**src/rtl/fohm_pkg.sv**
```systemverilog
package fohm_pkg;
    localparam int SRC_W = 2;

    typedef enum logic [SRC_W-1:0] {
        SRC_ZERO = 2'b00,
        SRC_ONE  = 2'b01,
        SRC_ALT  = 2'b10,
        SRC_EXT  = 2'b11
    } ovh_src_e;

    typedef enum logic [1:0] {
        SLOT_IDLE = 2'd0,
        SLOT_PAY  = 2'd1,
        SLOT_LINE = 2'd2,
        SLOT_OVH  = 2'd3
    } slot_e;

    typedef enum logic {
        PH_HIGH = 1'b0,
        PH_LOW  = 1'b1
    } alt_ph_e;
endpackage

```
**src/rtl/fohm_slot_classify.sv**
```systemverilog
module fohm_slot_classify
    import fohm_pkg::*;
(
    input  logic  bit_en,
    input  logic  ext_win,
    input  logic  int_win,
    input  logic  line_ohd,
    input  logic  int_mode,
    output slot_e slot
);
    logic sel_win;

    always_comb begin
        sel_win = int_mode ? int_win : ext_win;
        if (!bit_en)
            slot = SLOT_IDLE;
        else if (line_ohd)
            slot = SLOT_LINE;
        else if (sel_win)
            slot = SLOT_OVH;
        else
            slot = SLOT_PAY;
    end
endmodule

```
**src/rtl/fohm_alt_fsm.sv**
```systemverilog
module fohm_alt_fsm
    import fohm_pkg::*;
(
    input  logic clk,
    input  logic rst_n,
    input  logic step,
    output logic alt_bit
);
    alt_ph_e state_q, state_d;
    logic    past_ok;

    // state register
    always_ff @(posedge clk) begin
        if (!rst_n) begin
            state_q <= PH_HIGH;
            past_ok <= 1'b0;
        end else begin
            state_q <= state_d;
            past_ok <= 1'b1;
        end
    end

    // next state and output
    always_comb begin
        state_d = state_q;
        alt_bit = 1'b1;
        unique case (state_q)
            PH_HIGH: begin
                alt_bit = 1'b1;
                if (step) state_d = PH_LOW;   // STEP_DOWN
            end
            PH_LOW: begin
                alt_bit = 1'b0;
                if (step) state_d = PH_HIGH;  // STEP_UP
            end
        endcase
    end

    // state changes exactly on inserted bits
    a_r6_toggle_on_step: assert property (@(posedge clk) disable iff (!rst_n)
        (past_ok && $past(step)) |-> (state_q != $past(state_q)));
    a_r6_hold_no_step: assert property (@(posedge clk) disable iff (!rst_n)
        (past_ok && !$past(step)) |-> $stable(state_q));
endmodule

```
**src/rtl/fohm_src_mux.sv**
```systemverilog
module fohm_src_mux
    import fohm_pkg::*;
(
    input  logic [SRC_W-1:0] src,
    input  logic             alt_bit,
    input  logic             ovh_data,
    output logic             ovh_bit
);
    ovh_src_e src_e;

    always_comb begin
        src_e = ovh_src_e'(src);
        unique case (src_e)
            SRC_ZERO: ovh_bit = 1'b0;
            SRC_ONE:  ovh_bit = 1'b1;
            SRC_ALT:  ovh_bit = alt_bit;
            SRC_EXT:  ovh_bit = ovh_data;
        endcase
    end
endmodule

```
**src/rtl/fohm_insert_mux.sv**
```systemverilog
module fohm_insert_mux
    import fohm_pkg::*;
(
    input  logic             clk,
    input  logic             rst_n,
    input  logic             bit_en,
    input  logic             pay_bit,
    input  logic             ovh_data,
    input  logic             ext_win,
    input  logic             int_win,
    input  logic             line_ohd,
    input  logic             cfg_int_mode,
    input  logic [SRC_W-1:0] cfg_src,
    output logic             ser_out,
    output logic             win_out
);
    slot_e slot;
    logic  alt_bit, ovh_bit, step;
    logic  ser_d, win_d;
    logic  past_ok;

    fohm_slot_classify u_class (
        .bit_en   (bit_en),
        .ext_win  (ext_win),
        .int_win  (int_win),
        .line_ohd (line_ohd),
        .int_mode (cfg_int_mode),
        .slot     (slot)
    );

    assign step = (slot == SLOT_OVH);

    fohm_alt_fsm u_alt (
        .clk     (clk),
        .rst_n   (rst_n),
        .step    (step),
        .alt_bit (alt_bit)
    );

    fohm_src_mux u_mux (
        .src      (cfg_src),
        .alt_bit  (alt_bit),
        .ovh_data (ovh_data),
        .ovh_bit  (ovh_bit)
    );

    // output next values, per slot kind
    always_comb begin
        ser_d = ser_out;
        win_d = win_out;
        unique case (slot)
            SLOT_IDLE: begin
                ser_d = ser_out;
                win_d = win_out;
            end
            SLOT_PAY: begin
                ser_d = pay_bit;
                win_d = 1'b0;
            end
            SLOT_LINE: begin
                ser_d = pay_bit;
                win_d = 1'b0;
            end
            SLOT_OVH: begin
                ser_d = ovh_bit;
                win_d = cfg_int_mode;
            end
        endcase
    end

    // output register
    always_ff @(posedge clk) begin
        if (!rst_n) begin
            ser_out <= 1'b0;
            win_out <= 1'b0;
            past_ok <= 1'b0;
        end else begin
            ser_out <= ser_d;
            win_out <= win_d;
            past_ok <= 1'b1;
        end
    end

    // no clock enable, outputs hold
    a_r2_hold_idle: assert property (@(posedge clk) disable iff (!rst_n)
        (past_ok && !$past(bit_en)) |-> ($stable(ser_out) && $stable(win_out)));
    // external mode never raises the window output
    a_r4_ext_win_low: assert property (@(posedge clk) disable iff (!rst_n)
        (past_ok && $past(bit_en) && !$past(cfg_int_mode)) |-> !win_out);
    // line overhead passes payload
    a_r7_line_pass: assert property (@(posedge clk) disable iff (!rst_n)
        (past_ok && $past(bit_en) && $past(line_ohd)) |-> (ser_out == $past(pay_bit)));
    // constant-one source
    a_r5_ones: assert property (@(posedge clk) disable iff (!rst_n)
        (past_ok && $past(step) && ($past(cfg_src) == 2'b01)) |-> ser_out);
endmodule

```
**config.mk**
```make
export PLATFORM = sky130hd
export DESIGN_NAME = fohm_insert_mux
export DESIGN_NICKNAME = d
export VERILOG_FILES = /design/src/rtl/fohm_pkg.sv /design/src/rtl/fohm_slot_classify.sv /design/src/rtl/fohm_alt_fsm.sv /design/src/rtl/fohm_src_mux.sv /design/src/rtl/fohm_insert_mux.sv
export SDC_FILE = /design/constraint.sdc
export NUM_CORES = 1
export LEC_CHECK = 0
export ABC_AREA = 1
export BUFFER_PORTS_ARGS = -buffer_cell sky130_fd_sc_hd__buf_4
export CORE_AREA = 4 4 41 43
export DETAILED_ROUTE_END_ITERATION = 7
export DIE_AREA = 0 0 45 47
export SLEW_MARGIN = 10
export SYNTH_ARGS = -nofsm -noshare
export SYNTH_HDL_FRONTEND = slang
export SYNTH_SLANG_ARGS = --single-unit
```
**constraint.sdc**
```tcl
create_clock -name clk -period 1.5 [get_ports clk]
set_input_delay 0.075 -clock clk [delete_from_list [all_inputs] [get_ports clk]]
set_output_delay 0.075 -clock clk [all_outputs]
set_load 0.005 [all_outputs]
```
==> results.md <==
| Step | Item | Value |
|---|---|---|
| sta | Worst hold slack | 99.6 ps |
| critical path | Critical path's most frequent cell | sky130_fd_sc_hd__nand2_1 |
| sta | Final Skew | 0.0167 ps |
| critical path | Critical Path Start | u_alt.state_q$_SDFF_PN0_ |
| global route | Maximum number of pins on one net before global-route repair | 4 |
| clock network | Number of CTS-inserted buffers | 3 |
| clock network | Number of buffers inserted by post-CTS setup repair | 0 |
| place | Placer Congestion | 0.672 |
| synth | Mean cell area of the mapped netlist | 5.61 um^2 |
| final layout | Fraction of layout instances using a drive strength above 1 | 34.7% |
| synth | Register area share after synthesis | 32.4% |
| drt | Via density | 3.64 |
| critical path | Launching point of the worst reg2reg path | u_alt.state_q$_SDFF_PN0_ |
| sta | Count of endpoints failing setup in the final report | 0 |
| sta | Hold violation count in the final report | 0 |
| synth | Area share of the largest cell type after synthesis | 32.4% |
| critical path | Delay of the slowest critical-path stage | 300 ps |
| synth | #FFs+latches synth | 3 |
| synth | YS warnings | 0 |
| critical path | Largest delay contributor family on the critical path | flip-flops |
| drt | Aggregate routed wire length | 482 um |
| clock network | Total of cells resized after clock tree synthesis | 0 |
| clock network | Number of clock sinks | 3 |
| clock network | Largest buffer count on any clock path | 2 |
| worst hold path | Type of the most critical hold path | in -> reg |
| die | Starting Density | 14.2% |
| drt | Pre-antenna DRT Iters | 3 |
| run status | Run status | completed |
| power and ir drop | Pwr dens | 868 mW/mm^2 |
| synth | Commonest cells in the netlist | sky130_fd_sc_hd__nand2_1 (10), sky130_fd_sc_hd__inv_1 (9), sky130_fd_sc_hd__dfxtp_1 (3), sky130_fd_sc_hd__nor2_1 (3) |
| final layout | Final cell count without fillers | 64 |
| die | Die Y-Extent | 47 um |
| drt | Final antenna-violating net count | 0 |
| synth | Predominant post-synthesis flop cell | sky130_fd_sc_hd__dfxtp_1 |
| critical path | Endpoint arrival time on the critical path | 910 ps |
| clock network | H-tree levels | 1 |
| clock network | Clk root buf | sky130_fd_sc_hd__clkbuf_4 |
| synth | Largest cells by area after synthesis | sky130_fd_sc_hd__dfxtp_1 (32%), sky130_fd_sc_hd__nand2_1 (20%), sky130_fd_sc_hd__inv_1 (18%) |
| critical path | Worst Path Buf+Inv | 2 |
| clock network | Insertion delay of the later-clocked pin in the worst-skew pair | 230 ps |
| synth | Number of enable flip-flop cells after synthesis | 0 |
| power and ir drop | Worst ir drop on vdd | 0.270 mV |
| sta | Final clock period utilization by the worst path | 52.0% |
| clock network | Hold buffers post-CTS | 0 |
| drt | Total via count in the routed design | 233 |
| synth | Post-synth ARST share | 0% |
| global route | Global-route usage over all layers | 5.92% |
| worst hold path | Hold Path Depth | 3 |
| worst hold path | Worst hold path startpoint | rst_n |
| sta | Headroom to the max-slew limit | 90.2% |
| place | Count of input and output buffers | 12 |
| drt | Wirelength per Cell | 7.53 um |
| critical path | Ordered list of cells on the worst path | inv_1 > nand2_1 > nand2_1 > nand2_1 > nand3_1 > nand2_1 > inv_1 |
| synth | Distinct cell type count after synthesis | 9 |
| place | HPWL after detailed placement | 403 um |
| critical path | Critical path endpoint category | register |
| sta | Maximum clock frequency | 1280 MHz |
| critical path | FF-to-FF path depth | 7 |
| global route | Grt ovf | 0 |
| die | Count of pins on the block boundary | 13 |
| global route | Initial antenna violation count | 0 |
| global route | Global routing usage on met1 | 4.77% |
| critical path | Internal reg-to-reg setup slack | 720 ps |
| run | # Max-Cap Violations | 0 |
| power and ir drop | Static leakage | 0.186 nW |
| sta | Slew Limit Fails | 0 |
| clock network | Clock tree from TritonCTS | yes |
| drt | Violation count after the first detailed-route iteration | 8 |
| critical path | Maximum fanout along the worst path | 3 |
| drt | Number of design rule violations left after detail routing | 0 |
| final layout | Area growth from synthesis to layout | 73.0% |
| critical path | Worst EP required | 1630 ps |
| die | Width of the chip | 45 um |
| place | Worst slack at placement | 698 ps |
| critical path | Worst path slowest cell | sky130_fd_sc_hd__dfxtp_1 |
| sta | Setup TNS Final | 0 ps |
| final layout | Number of antenna diodes | 0 |
| final layout | Nets | 61 |
| sta | Slew @ Worst Pin | 146 ps |
| critical path | Critical path start-end classification | reg -> reg |
| global route | GRT Max-Usage Layer | met2 |
| sta | RSZ-0062 raised after global routing | no |
| global route | Global-route track usage on met2 | 9.04% |
| global route | Vias in the first global route | 225 |
| place | Total instance count after detailed placement | 60 |
| sta | Final worst slack | 721 ps |
| global route | Met3 track utilization from global routing | 6.13% |
| synth | Library cell with the largest summed area after synthesis | sky130_fd_sc_hd__dfxtp_1 |
| critical path | Reg2reg end | ser_out$_SDFFE_PN0P_ |
| synth | Most used standard cell by instance count after synthesis | sky130_fd_sc_hd__nand2_1 |
| sta | Final min period | 779 ps |
| critical path | Startpoint type of the worst setup path | register |
| worst hold path | Hold endpoint | win_out$_SDFFE_PN0P_ |
| synth | Synthesized netlist cell count | 33 |
| synth | Syn_nets | 44 |
| clock network | Clock transition at the registers of the reported paths | 40 ps |
| die | Area of the die | 0.00212 mm^2 |
| die | Standard-cell row count | 13 |
| global route | Wire length of the first global-routing pass | 828 um |
| die | Core Box Area | 0.00130 mm^2 |
| synth | Post-synthesis instance area | 185 um^2 |
placed cells by master (no fill, tap or decap):
cell / n
sky130_fd_sc_hd__inv_1: 9
sky130_fd_sc_hd__a21oi_1: 2
sky130_fd_sc_hd__o21ai_1: 1
sky130_fd_sc_hd__o21ai_0: 1
sky130_fd_sc_hd__nor2_1: 3
sky130_fd_sc_hd__buf_4: 12
sky130_fd_sc_hd__clkbuf_4: 3
sky130_fd_sc_hd__nor2_2: 2
sky130_fd_sc_hd__dfxtp_1: 3
sky130_fd_sc_hd__clkbuf_1: 1
sky130_fd_sc_hd__nand3_1: 2
sky130_fd_sc_hd__nand2_1: 10
report_power, final:
part / total (W) / switching [W] / internal, W
combinational: 0.0000499 / 0.0000213 / 0.0000287
clock: 0.000142 / 0.0000421 / 0.0000997
sequential: 0.0000864 / 0.00000166 / 0.0000848
total: 0.000278 / 0.0000650 / 0.000213
metal layers:
metal / wire (um) / vias up
met4: 0 / 0
met2: 244 / 7
li1: - / 128
met3: 50 / 0
met5: 0 / -
met1: 187 / 98
registers in the layout, indices dropped and copies added, names as in the netlist:
signal         flops
win_out            1
u_alt.state_q      1
ser_out            1
worst max path at each step:
| stage | cells after the start | to |
|---|---|---|
| finish | 7 | ser_out$_SDFFE_PN0P_ |
| global route | 7 | ser_out$_SDFFE_PN0P_ |
| CTS | 7 | ser_out$_SDFFE_PN0P_ |
| detailed placement | 8 | ser_out$_SDFFE_PN0P_ |
| global placement | 8 | ser_out$_SDFFE_PN0P_ |
| floorplan | 7 | ser_out$_SDFFE_PN0P_ |
through the flow:
step | cell area (um^2) | util (%) | total power [W]
final | 320 | 24.6 | 0.000278
after global routing | 320 | 24.6 | 0.000302
after CTS | 320 | 24.6 | 0.000287
after detailed placement | 294 | 22.6 | 0.000138
after global placement | 294 | 22.6 | 0.000137
after floorplan | 185 | - | 0.000109
logic make-up after synthesis:
group                  Yosys count  share of synthesized area (%)
buffers and inverters            9                           18.2
flip-flops                       3                           32.4
AND/OR/NAND/NOR                 17                           38.5
AO/OA/AOI/OAI                    4                           10.8
tightest hold or removal path, cell delays in order:
cell                      delay (ps)
sky130_fd_sc_hd__buf_4            80
sky130_fd_sc_hd__inv_1            40
sky130_fd_sc_hd__a21oi_1          90
layout make-up:
class                      instances  area [um^2]
sequential                         3         60.1
tap                               15         18.8
timing repair buffer              12         90.1
clock buffer                       4         26.3
fill                             161          981
inverter                           9         33.8
multi-input combinational         21         91.3
No activity file was read; power rests on OpenSTA's default activity.
